`config.mk`:
```
export PLATFORM = sky130hd
export DESIGN_NAME = alu8_flags
export DESIGN_NICKNAME = d
export VERILOG_FILES = /design/src/rtl/alu8_flags.sv
export SDC_FILE = /design/constraint.sdc
export NUM_CORES = 1
export LEC_CHECK = 0
export ABC_AREA = 1
export BUFFER_PORTS_ARGS = -buffer_cell sky130_fd_sc_hd__buf_4
export CAP_MARGIN = 40
export CELL_PAD_IN_SITES_DETAIL_PLACEMENT = 0
export CELL_PAD_IN_SITES_GLOBAL_PLACEMENT = 2
export CORE_ASPECT_RATIO = 1.25
export CORE_MARGIN = 1
export CORE_UTILIZATION = 32
export DETAILED_ROUTE_END_ITERATION = 10
export PLACE_DENSITY = 0.95
export SYNTH_ARGS = -nofsm -noshare
export SYNTH_HDL_FRONTEND = slang
export SYNTH_SLANG_ARGS = --single-unit
```
`constraint.sdc`:
```
create_clock -name clk -period 4.9 [get_ports clk]
set_clock_uncertainty 0.2 [all_clocks]
set_input_delay 0.98 -clock clk [delete_from_list [all_inputs] [get_ports clk]]
set_output_delay 0.98 -clock clk [all_outputs]
set_load 0.005 [all_outputs]
```
`src/rtl/alu8_flags.sv`:
```
module alu8_flags (
  input  logic       clk,
  input  logic       rst_n,
  input  logic       op_en,
  input  logic [3:0] op,
  input  logic [7:0] acc_in,
  input  logic [7:0] opnd_in,
  output logic [7:0] result,
  output logic       result_we,
  output logic [7:0] flags_next,
  output logic [7:0] flags_q
);
  timeunit 1ns;
  timeprecision 1ps;

  localparam logic [3:0] OP_ADD = 4'd0,  OP_ADC = 4'd1,  OP_SUB = 4'd2,  OP_SBC = 4'd3;
  localparam logic [3:0] OP_AND = 4'd4,  OP_OR  = 4'd5,  OP_XOR = 4'd6,  OP_CP  = 4'd7;
  localparam logic [3:0] OP_INC = 4'd8,  OP_DEC = 4'd9,  OP_DAA = 4'd10, OP_CPL = 4'd11;
  localparam logic [3:0] OP_SCF = 4'd12, OP_CCF = 4'd13;

  // held flags: [3]=Z [2]=N [1]=H [0]=C
  logic [3:0] fl_q, fl_d;
  logic       fz, fn, fh, fc;
  assign {fz, fn, fh, fc} = fl_q;

  logic       cin;
  logic [8:0] add_w, sub_w;
  logic [4:0] add_lo, sub_lo;
  assign cin    = (op == OP_ADC || op == OP_SBC) ? fc : 1'b0;
  assign add_w  = {1'b0, acc_in} + {1'b0, opnd_in} + {8'd0, cin};
  assign add_lo = {1'b0, acc_in[3:0]} + {1'b0, opnd_in[3:0]} + {4'd0, cin};
  assign sub_w  = {1'b0, acc_in} - {1'b0, opnd_in} - {8'd0, cin};
  assign sub_lo = {1'b0, acc_in[3:0]} - {1'b0, opnd_in[3:0]} - {4'd0, cin};

  logic [7:0] daa_adj, daa_res;
  logic       daa_c;
  always_comb begin
    daa_adj = 8'h00;
    daa_c   = fc;
    if (!fn) begin
      if (fc || acc_in > 8'h99) begin
        daa_adj = daa_adj | 8'h60;
        daa_c   = 1'b1;
      end
      if (fh || acc_in[3:0] > 4'd9) daa_adj = daa_adj | 8'h06;
      daa_res = acc_in + daa_adj;
    end else begin
      if (fc) daa_adj = daa_adj | 8'h60;
      if (fh) daa_adj = daa_adj | 8'h06;
      daa_res = acc_in - daa_adj;
    end
  end

  always_comb begin
    result    = acc_in;
    result_we = 1'b0;
    fl_d      = fl_q;
    case (op)
      OP_ADD, OP_ADC: begin
        result = add_w[7:0]; result_we = 1'b1;
        fl_d = {add_w[7:0] == 8'h00, 1'b0, add_lo[4], add_w[8]};
      end
      OP_SUB, OP_SBC, OP_CP: begin
        result = sub_w[7:0]; result_we = (op != OP_CP);
        fl_d = {sub_w[7:0] == 8'h00, 1'b1, sub_lo[4], sub_w[8]};
      end
      OP_AND: begin
        result = acc_in & opnd_in; result_we = 1'b1;
        fl_d = {(acc_in & opnd_in) == 8'h00, 1'b0, 1'b1, 1'b0};
      end
      OP_OR: begin
        result = acc_in | opnd_in; result_we = 1'b1;
        fl_d = {(acc_in | opnd_in) == 8'h00, 3'b000};
      end
      OP_XOR: begin
        result = acc_in ^ opnd_in; result_we = 1'b1;
        fl_d = {(acc_in ^ opnd_in) == 8'h00, 3'b000};
      end
      OP_INC: begin
        result = opnd_in + 8'd1; result_we = 1'b1;
        fl_d = {opnd_in == 8'hFF, 1'b0, opnd_in[3:0] == 4'hF, fc};
      end
      OP_DEC: begin
        result = opnd_in - 8'd1; result_we = 1'b1;
        fl_d = {opnd_in == 8'h01, 1'b1, opnd_in[3:0] == 4'h0, fc};
      end
      OP_DAA: begin
        result = daa_res; result_we = 1'b1;
        fl_d = {daa_res == 8'h00, fn, 1'b0, daa_c};
      end
      OP_CPL: begin
        result = ~acc_in; result_we = 1'b1;
        fl_d = {fz, 1'b1, 1'b1, fc};
      end
      OP_SCF: fl_d = {fz, 1'b0, 1'b0, 1'b1};
      OP_CCF: fl_d = {fz, 1'b0, 1'b0, ~fc};
      default: ;
    endcase
  end

  always_ff @(posedge clk or negedge rst_n)
    if (!rst_n)     fl_q <= 4'b0000;
    else if (op_en) fl_q <= fl_d;

  assign flags_next = {fl_d, 4'b0000};
  assign flags_q    = {fl_q, 4'b0000};

  AST_IDLE_HOLDS_FLAGS: assert property (@(posedge clk) disable iff (!rst_n)
    !op_en |=> $stable(flags_q));
  AST_INCDEC_KEEP_C: assert property (@(posedge clk) disable iff (!rst_n)
    op_en && (op == OP_INC || op == OP_DEC) |=> flags_q[4] == $past(flags_q[4]));
  AST_AND_FLAGS: assert property (@(posedge clk) disable iff (!rst_n)
    op_en && op == OP_AND |=> flags_q[5] && !flags_q[6] && !flags_q[4]);
  AST_SCF_FLAGS: assert property (@(posedge clk) disable iff (!rst_n)
    op_en && op == OP_SCF |=> flags_q[4] && !flags_q[5] && !flags_q[6]);
  AST_CPL_KEEPS_ZC: assert property (@(posedge clk) disable iff (!rst_n)
    op_en && op == OP_CPL |=> flags_q[6] && flags_q[5] && flags_q[7] == $past(flags_q[7]) && flags_q[4] == $past(flags_q[4]));
  AST_DAA_KEEPS_N: assert property (@(posedge clk) disable iff (!rst_n)
    op_en && op == OP_DAA |=> !flags_q[5] && flags_q[6] == $past(flags_q[6]));
  AST_CP_NO_WRITE: assert property (@(posedge clk) disable iff (!rst_n)
    op == OP_CP |-> !result_we);
endmodule

```
# Word-level counts from Yosys, hierarchy flattened
# Index checks and enable logic that the tools add are counted.
# word_totals
ramBits,0
out_inout_bits,25
word_cells,64
romBits,0
latchBits,0
regBits,4
input_bits,23
memories,0
# classes
n_shift,0
n_reduce_logical,14
bitwise_logic,5
mux,13
addsub,12
multipliers,0
div,0
n_lt_le_gt_ge,2
eq_ne,17
# op_table
op,count
$pmux W8 S9,1
$logic_not A8 Y1,6
$pmux W4 S11,1
$eq A4 B4 Y1 const B,7
$mux W8,3
$eq A4 B3 Y1 const B,4
$mux W7,2
$add A8 B8 Y9,1
$add A9 B1 Y9,1
$reduce_or A9 Y1,1
$sub A8 B8 Y9,1
$sub A9 B1 Y9,1
$add A8 B1 Y8 const B,1
$add A8 B8 Y8,1
$and A8 B8 Y8,1
$eq A4 B2 Y1 const B,2
$eq A8 B1 Y1 const B,1
$eq A8 B8 Y1 const B,1
$gt A8 B8 Y1 const B,1
$logic_not A4 Y1,2
$not A8 Y8,1
$or A8 B8 Y8,1
$sub A8 B1 Y8 const B,1
$sub A8 B8 Y8,1
15 further kinds,20

# Logic depth before layout (Yosys ltp)
# Gate-level depths: netlist of run 1.
# logic_depth
depth_word,9
depth_mapped,20
ltp_nobuf,20

# Least setup slack after synthesis of run 1
# Ideal clock, no wire load.
# synth_path
kind,input port to output port
startpoint,in acc_in[2]
endpoint,out result[6]
path_buffers,0
path_slack_ps,927
required_ps,3720
cell_stages,16
arrival_ps,2793
cell_sequence,o21ai_0 -> inv_1 -> nor2_1 -> inv_1 -> ha_1 -> nand2_1 -> nand2_1 -> ha_1 -> a21oi_1 -> nand3_1 -> nand2_1 -> nand2_1 -> nand2_1 -> nand4_1 -> nor2_1 -> o211ai_1
# synth_between
elab_chain_len,7
word_cells_on_any_way,15
cone_classes,add/sub: 6; order compare: 2; mux: 5; reduce/logical: 2
# synth_lines
element,line_no,rtl
from (decl),6,"input logic [7:0] acc_in,"
$gt A8 B8 Y1 / $gt A4 B4 Y1 (equally long branches),"41, 45",
$logic_or A1 B1 Y1 (on tied branches),"41, 45",
$mux W7 / $mux W3 (equally long branches),"41, 45",
$mux W8,40,if (!fn) begin
$add A8 B8 Y8,46,daa_res = acc_in + daa_adj;
$mux W8,40,
$pmux W8 S9 *,58,case (op)
to (decl),8,"output logic [7:0] result,"
# Mark *: on every way between the ends. The rest lies on a longest branch, timed or not. The select of a mux whose other input is x is not followed.

# Worst setup path in the final report of run 1
# layout_path
startpoint,in acc_in[1]
endpoint,out result[6]
# Same word-level chain as after synthesis.

==> results.json, run 1 <==
{
  "final_nets": 630,
  "yosysUniqueCellTypes": 36,
  "root_buffer": "clkbuf_8",
  "initial_core_util": 0.329,
  "syn_to_final_growth_pct": 15.5,
  "drive_gt1_frac": 0.108,
  "max_freq_mhz": 217,
  "cts-hold-fix-buffers": 0,
  "synth_xor_area_frac": 0.0214,
  "port_buffers": 39,
  "diodes": 0,
  "syn_area_um2": 2870,
  "yosys.area_share.simple": 0.450,
  "ff2ff_path_depth": 19,
  "synth-edff-count": 0,
  "ir_drop_mv": 0.0955,
  "hpwl_mm": 8.98,
  "clock_latency_ps": 210,
  "cts-buffers-inserted": 3,
  "fin_ws_ps": 300,
  "dr_wl_met3_um": 335,
  "maxSlewViolCount": 0,
  "hold_path_class": "reg -> reg",
  "drtPass1Iterations": 4,
  "p_per_area_nw_per_um2": 159,
  "dr.first_iter.drc_count": 258,
  "largest_reg_flops": 4,
  "htree_levels": 1,
  "regMostFlops": "fl_q",
  "dieArea_um2": 9340,
  "grtUsageTotal": 0.230,
  "top_regs": "fl_q: 4 flops",
  "via_per_inst": 4.95,
  "post_cts_buffers": 0,
  "die_x_um": 86.7,
  "yosysWarnings": 0,
  "startpoint_type": "input pin",
  "status": "complete, no violations",
  "wire_per_inst_um": 15.4,
  "finalSetupViolCount": 0,
  "antenna_found_initial": 0,
  "p_leak_nw": 1.82,
  "ctsResizeCount": 0,
  "muxShareOfSynthArea": 0,
  "cts_tree": "yes",
  "fin_tns_setup_ps": 0,
  "hold_viol_final": 0,
  "drc": 0,
  "cts.sinks": 4,
  "rsz0062_at_grt": "false",
  "cp.arrival_ps": 3420,
  "synth_compound_area_frac": 0.131,
  "synthTopCellsByArea": "nand2_1 (21%), ha_1 (19%), inv_1 (12%)",
  "clk_pin_slew_ps": 30,
  "synth_fa_ha_area_frac": 0.216,
  "period_needed_ps": 4600,
  "routed_wl_mm": 10.4,
  "core_um2": 8700,
  "fin_hold_ws_ps": 321,
  "grt_max_degree": 10,
  "synth_largest_type_area_fraction": 0.208,
  "dr.max_layer_used": "met4",
  "dp_worst_setup_slack_ps": 182,
  "crit_type": "in -> out",
  "max_cap_viol_count": 0,
  "met1_length_mm": 4.33,
  "finalNonFillerCells": 678,
  "clock_path_buffers": 2,
  "critical_path_required_ps": 3720,
  "grt_pass1_vias": 3315,
  "synth_top_family_by_area": "simple AND/OR/NAND/NOR gates",
  "whs_path_depth": 2,
  "grt_overflow_total": 0,
  "antenna_left": 0,
  "period_share": 0.939,
  "seq_area_frac_synth": 0.0349,
  "place_inst": 675,
  "ys_seq_elements": 4,
  "endpoint_kind": "output pin",
  "syn_inst": 518,
  "ys.flop_type": "dfrtp_1",
  "worstPathMaxFanout": 9,
  "gp_congestion": 0.930,
  "synthArstFlopShare": 1.00,
  "die_h_um": 108,
  "ios": 48,
  "rows": 38,
  "rrSetupSlack_ps": 1970,
  "vias": 3359,
  "synth_top_area_cell": "nand2_1",
  "grt_pass1_wl_mm": 16.5,
  "route.met2.wl_mm": 5.47,
  "synth.avg_cell_area_um2": 5.53
}
==> logic make-up (layout without fill, tap and decap cells) <==
family          count (synthesis)  after routing
simple gates                  296            296
buf+inv                       102            135
compound gates                 61             61
fa+ha+maj                      47             47
xor+xnor                        7              7
flops                           4              4
other cells                     1              8
==> cell usage after synthesis (2+ instances only) <==
library cell    n
nand2_1       159
inv_1          88
nor2_1         50
nand3_1        47
ha_1           43
o21ai_0        17
a21oi_1        16
nand4_1        12
o22ai_1         9
buf_4           8
nor3_1          7
inv_2           5
nand3b_1        5
o2111ai_1       5
dfrtp_1         4
fa_1            4
o211ai_1        4
xor2_1          4
a211oi_1        3
nand2_2         3
nor2_2          3
xnor2_1         3
a221oi_1        2
and2_1          2
nor2_4          2
o31ai_1         2
or2_2           2
==> metal layers <==
| metal | up-vias | global-route usage |
|---|---|---|
| met5 | - | 0 |
| met4 | 0 | 0.0726 |
| met3 | 22 | 0.0115 |
| met2 | 77 | 0.443 |
| met1 | 1515 | 0.267 |
| li1 | 1745 | - |
==> power breakdown <==
group	internal [W]	switching (W)	leakage [nW]	total, W
registers	0.0000369	0.00000773	0.0521	0.0000446
clock network	0.0000523	0.0000161	0.0216	0.0000684
logic	0.000157	0.000258	1.75	0.000415
total	0.000246	0.000282	1.82	0.000528
==> worst paths after layout <==
kind / start / endpoint
min: fl_q[3]$_DFFE_PN0P_ / fl_q[3]$_DFFE_PN0P_
max reg2reg: fl_q[0]$_DFFE_PN0P_ / fl_q[3]$_DFFE_PN0P_
max in group asynchronous: rst_n / fl_q[0]$_DFFE_PN0P_
min reg2reg: fl_q[3]$_DFFE_PN0P_ / fl_q[3]$_DFFE_PN0P_
max: acc_in[1] / result[6]
min in group asynchronous: rst_n / fl_q[2]$_DFFE_PN0P_
==> cell usage in the layout (no fill, tap or decap), drive strengths merged, types with 3 or more instances in the layout <==
| cell type | instances |
|---|---|
| o22ai | 9 |
| xnor2 | 3 |
| o211ai | 4 |
| nand2 | 162 |
| xor2 | 4 |
| buf | 39 |
| a21oi | 16 |
| nand3b | 5 |
| nand4 | 13 |
| conb | 8 |
| a211oi | 3 |
| nor3 | 8 |
| o21ai | 17 |
| clkbuf | 3 |
| o2111ai | 5 |
| fa | 4 |
| inv | 93 |
| nand3 | 47 |
| nor2 | 55 |
| ha | 43 |
| dfrtp | 4 |
==> metrics by stage <==
step | total power [W] | utilization | instance area, um2
2_1_floorplan | 0.000322 | - | 2890
3_3_place_gp | 0.000454 | 0.375 | 3260
3_5_place_dp | 0.000456 | 0.375 | 3260
4_1_cts | 0.000527 | 0.380 | 3310
5_1_grt | 0.000590 | 0.380 | 3310
6_report | 0.000528 | 0.380 | 3310
==> area by class of cell <==
| type | count | area (um2) |
|---|---|---|
| multi-input cells | 419 | 2380 |
| well taps | 120 | 150 |
| inverters | 93 | 349 |
| fillers | 1015 | 5390 |
| clock buffers | 3 | 41.3 |
| repair buffers | 39 | 293 |
| flip-flops and latches | 4 | 100 |
==> critical path, cell delays in order <==
cell and delay (ps):
buf_4 160, o21ai_2 170, inv_1 60, nor2_1 130, inv_1 80, ha_1 290, nand2_1 70, nand2_1 60
ha_1 360, nand2_1 70, inv_1 70, nand4_1 160, nand4_1 120, nand2_1 80, nand2_1 80, nand4_1 80
nor2_1 120, o211ai_1 120, buf_4 160
No activity file was read; power rests on OpenSTA's default activity.
==> inputs of run 2 (changes only) <==
--- a/config.mk
+++ b/config.mk
@@ -15,2 +15,3 @@
 export CORE_UTILIZATION = 32
+export CTS_CLUSTER_SIZE = 14
 export DETAILED_ROUTE_END_ITERATION = 10
--- a/constraint.sdc
+++ b/constraint.sdc
@@ -4,2 +4,2 @@
 set_output_delay 0.98 -clock clk [all_outputs]
-set_load 0.005 [all_outputs]
+set_load 0.05 [all_outputs]
==> results.json, run 2 (synthesized netlist as in run 1, its figures left out) <==
{
  "htree_levels": 1,
  "root_buffer": "clkbuf_8",
  "routed_wl_mm": 10.7,
  "worstPathMaxFanout": 5,
  "ios": 48,
  "syn_to_final_growth_pct": 15.9,
  "hpwl_mm": 9.03,
  "ir_drop_mv": 0.142,
  "fin_ws_ps": 250,
  "dr.first_iter.drc_count": 228,
  "regArea_um2": 100,
  "via_per_inst": 5.11,
  "clk_pin_slew_ps": 30,
  "endpoint_kind": "output pin",
  "place_inst": 675,
  "cts.sinks": 4,
  "critical_path_required_ps": 3720,
  "finalNonFillerCells": 678,
  "fillers": 1008,
  "drive_gt1_frac": 0.109,
  "fin_tns_setup_ps": 0,
  "power.internal_w": 0.000252,
  "grt_pass1_vias": 3325,
  "p_switching_w": 0.000363,
  "wire_per_inst_um": 15.7,
  "hold_viol_final": 0,
  "largest_reg_flops": 4,
  "gp_congestion": 0.921,
  "regMostFlops": "fl_q",
  "dr.max_layer_used": "met4",
  "die_h_um": 108,
  "clock_latency_ps": 210,
  "dr_wl_met3_um": 306,
  "clockPowerShare": 0.111,
  "max_freq_mhz": 215,
  "startpoint_type": "input pin",
  "cts-hold-fix-buffers": 0,
  "port_buffers": 39,
  "rsz0062_at_grt": "false",
  "rows": 38,
  "dp_worst_setup_slack_ps": 152,
  "ff2ff_path_depth": 18,
  "whs_path_depth": 2,
  "max_cap_viol_count": 0,
  "status": "complete, no violations",
  "grt_overflow_total": 0,
  "postLayoutCoreUtil": 0.382,
  "final_cell_mix": "nand2_1 (159), inv_1 (88), nor2_1 (50)",
  "maxSlewViolCount": 0,
  "final_nets": 630,
  "p_leak_nw": 1.82,
  "swShare": 0.590,
  "multi_input_area_um2": 2390,
  "top_regs": "fl_q: 4 flops",
  "finalSetupViolCount": 0,
  "antenna_left": 0,
  "clock_path_buffers": 2,
  "crit_path_max_incr_delay_ps": 420,
  "period_share": 0.949,
  "cp_cell_sequence": "buf_4 > nor2_1 > inv_1 > nor2_1 > inv_1 > fa_1 > inv_1 > fa_1 > nand2_1 > nand2_1 > nand3_1 > nand2_1 > nand2_1 > nor2_1 > nand2_1 > nor2_1 > nor2_1 > nand4_2 > buf_4",
  "grt_max_degree": 10,
  "drtPass1Iterations": 5,
  "die_x_um": 86.7,
  "antenna_found_initial": 0,
  "final_common_cell": "nand2_1",
  "core_um2": 8700,
  "seqPwrFrac": 0.073,
  "cp_top_family": "simple AND/OR/NAND/NOR gates",
  "period_needed_ps": 4650,
  "crit_cells": 19,
  "route.met2.wl_mm": 5.64,
  "diodes": 0,
  "p_total_w": 0.000615,
  "met1_length_mm": 4.41,
  "slowest_stage": "fa_1",
  "dieArea_um2": 9340,
  "p_comb_frac": 0.816,
  "drc": 0,
  "cp.arrival_ps": 3470,
  "cts-buffers-inserted": 3,
  "grt_pass1_wl_mm": 16.6,
  "grtUsageTotal": 0.231,
  "p_per_area_nw_per_um2": 185,
  "crit_type": "in -> out",
  "vias": 3467,
  "initial_core_util": 0.329,
  "cts_tree": "yes",
  "critPathBufInv": 5,
  "hold_path_class": "reg -> reg"
}
[run 2: worst min-delay path: cells and delay by family, from the launching register on]
| kind | cells | cell delay [ps] |
|---|---|---|
| AND/OR/NAND/NOR | 2 | 120 |
| flip-flops | 1 | 370 |
[run 2: what timing repair did]
item	CTS	global route
resized for setup	0	4
setup buffers	0	0
endpoints found under the setup margin	0	3
endpoints found under the hold margin	0	0
[run 2: path summary, 6_finish.rpt]
path | startpoint | endpoint | slack [ps]
worst max-delay path | op[3] | flags_next[7] | 250
max in group asynchronous | rst_n | fl_q[1]$_DFFE_PN0P_ | 4050
min in group asynchronous | rst_n | fl_q[3]$_DFFE_PN0P_ | 360
worst min register to register | fl_q[3]$_DFFE_PN0P_ | fl_q[3]$_DFFE_PN0P_ | 330
worst max register to register | fl_q[0]$_DFFE_PN0P_ | fl_q[3]$_DFFE_PN0P_ | 1940
worst min-delay path | fl_q[3]$_DFFE_PN0P_ | fl_q[3]$_DFFE_PN0P_ | 330
[run 2: cell type report]
type | count | area share
Tap cell | 120 | 0.0452
Timing Repair Buffer | 39 | 0.0881
Inverter | 93 | 0.105
Sequential cell | 4 | 0.0301
Clock buffer | 3 | 0.0124
Multi-Input combinational cell | 419 | 0.719
[run 2: routing by layer]
metal / track usage / up-vias
met1: 0.269 / 1603
li1: - / 1743
met4: 0.0702 / 0
met3: 0.0107 / 22
met2: 0.447 / 99
met5: 0 / -
[run 2: power groups by stage]
stage | logic, W | clock network (W) | registers (W)
after global routing | 0.000555 | 0.0000713 | 0.0000453
after CTS | 0.000494 | 0.0000698 | 0.0000449
final | 0.000502 | 0.0000684 | 0.0000449
after global placement | 0.000490 | 0 | 0.0000451
after detailed placement | 0.000492 | 0 | 0.0000452
after floorplan | 0.000348 | 0 | 0.0000541
[run 2: per-stage QoR]
stage | hold slack [ps] | area (um2)
CTS | 333 | 3310
global placement | 301 | 3260
global route | 357 | 3320
finish | 329 | 3320
floorplan | 484 | 2890
detailed placement | 325 | 3260
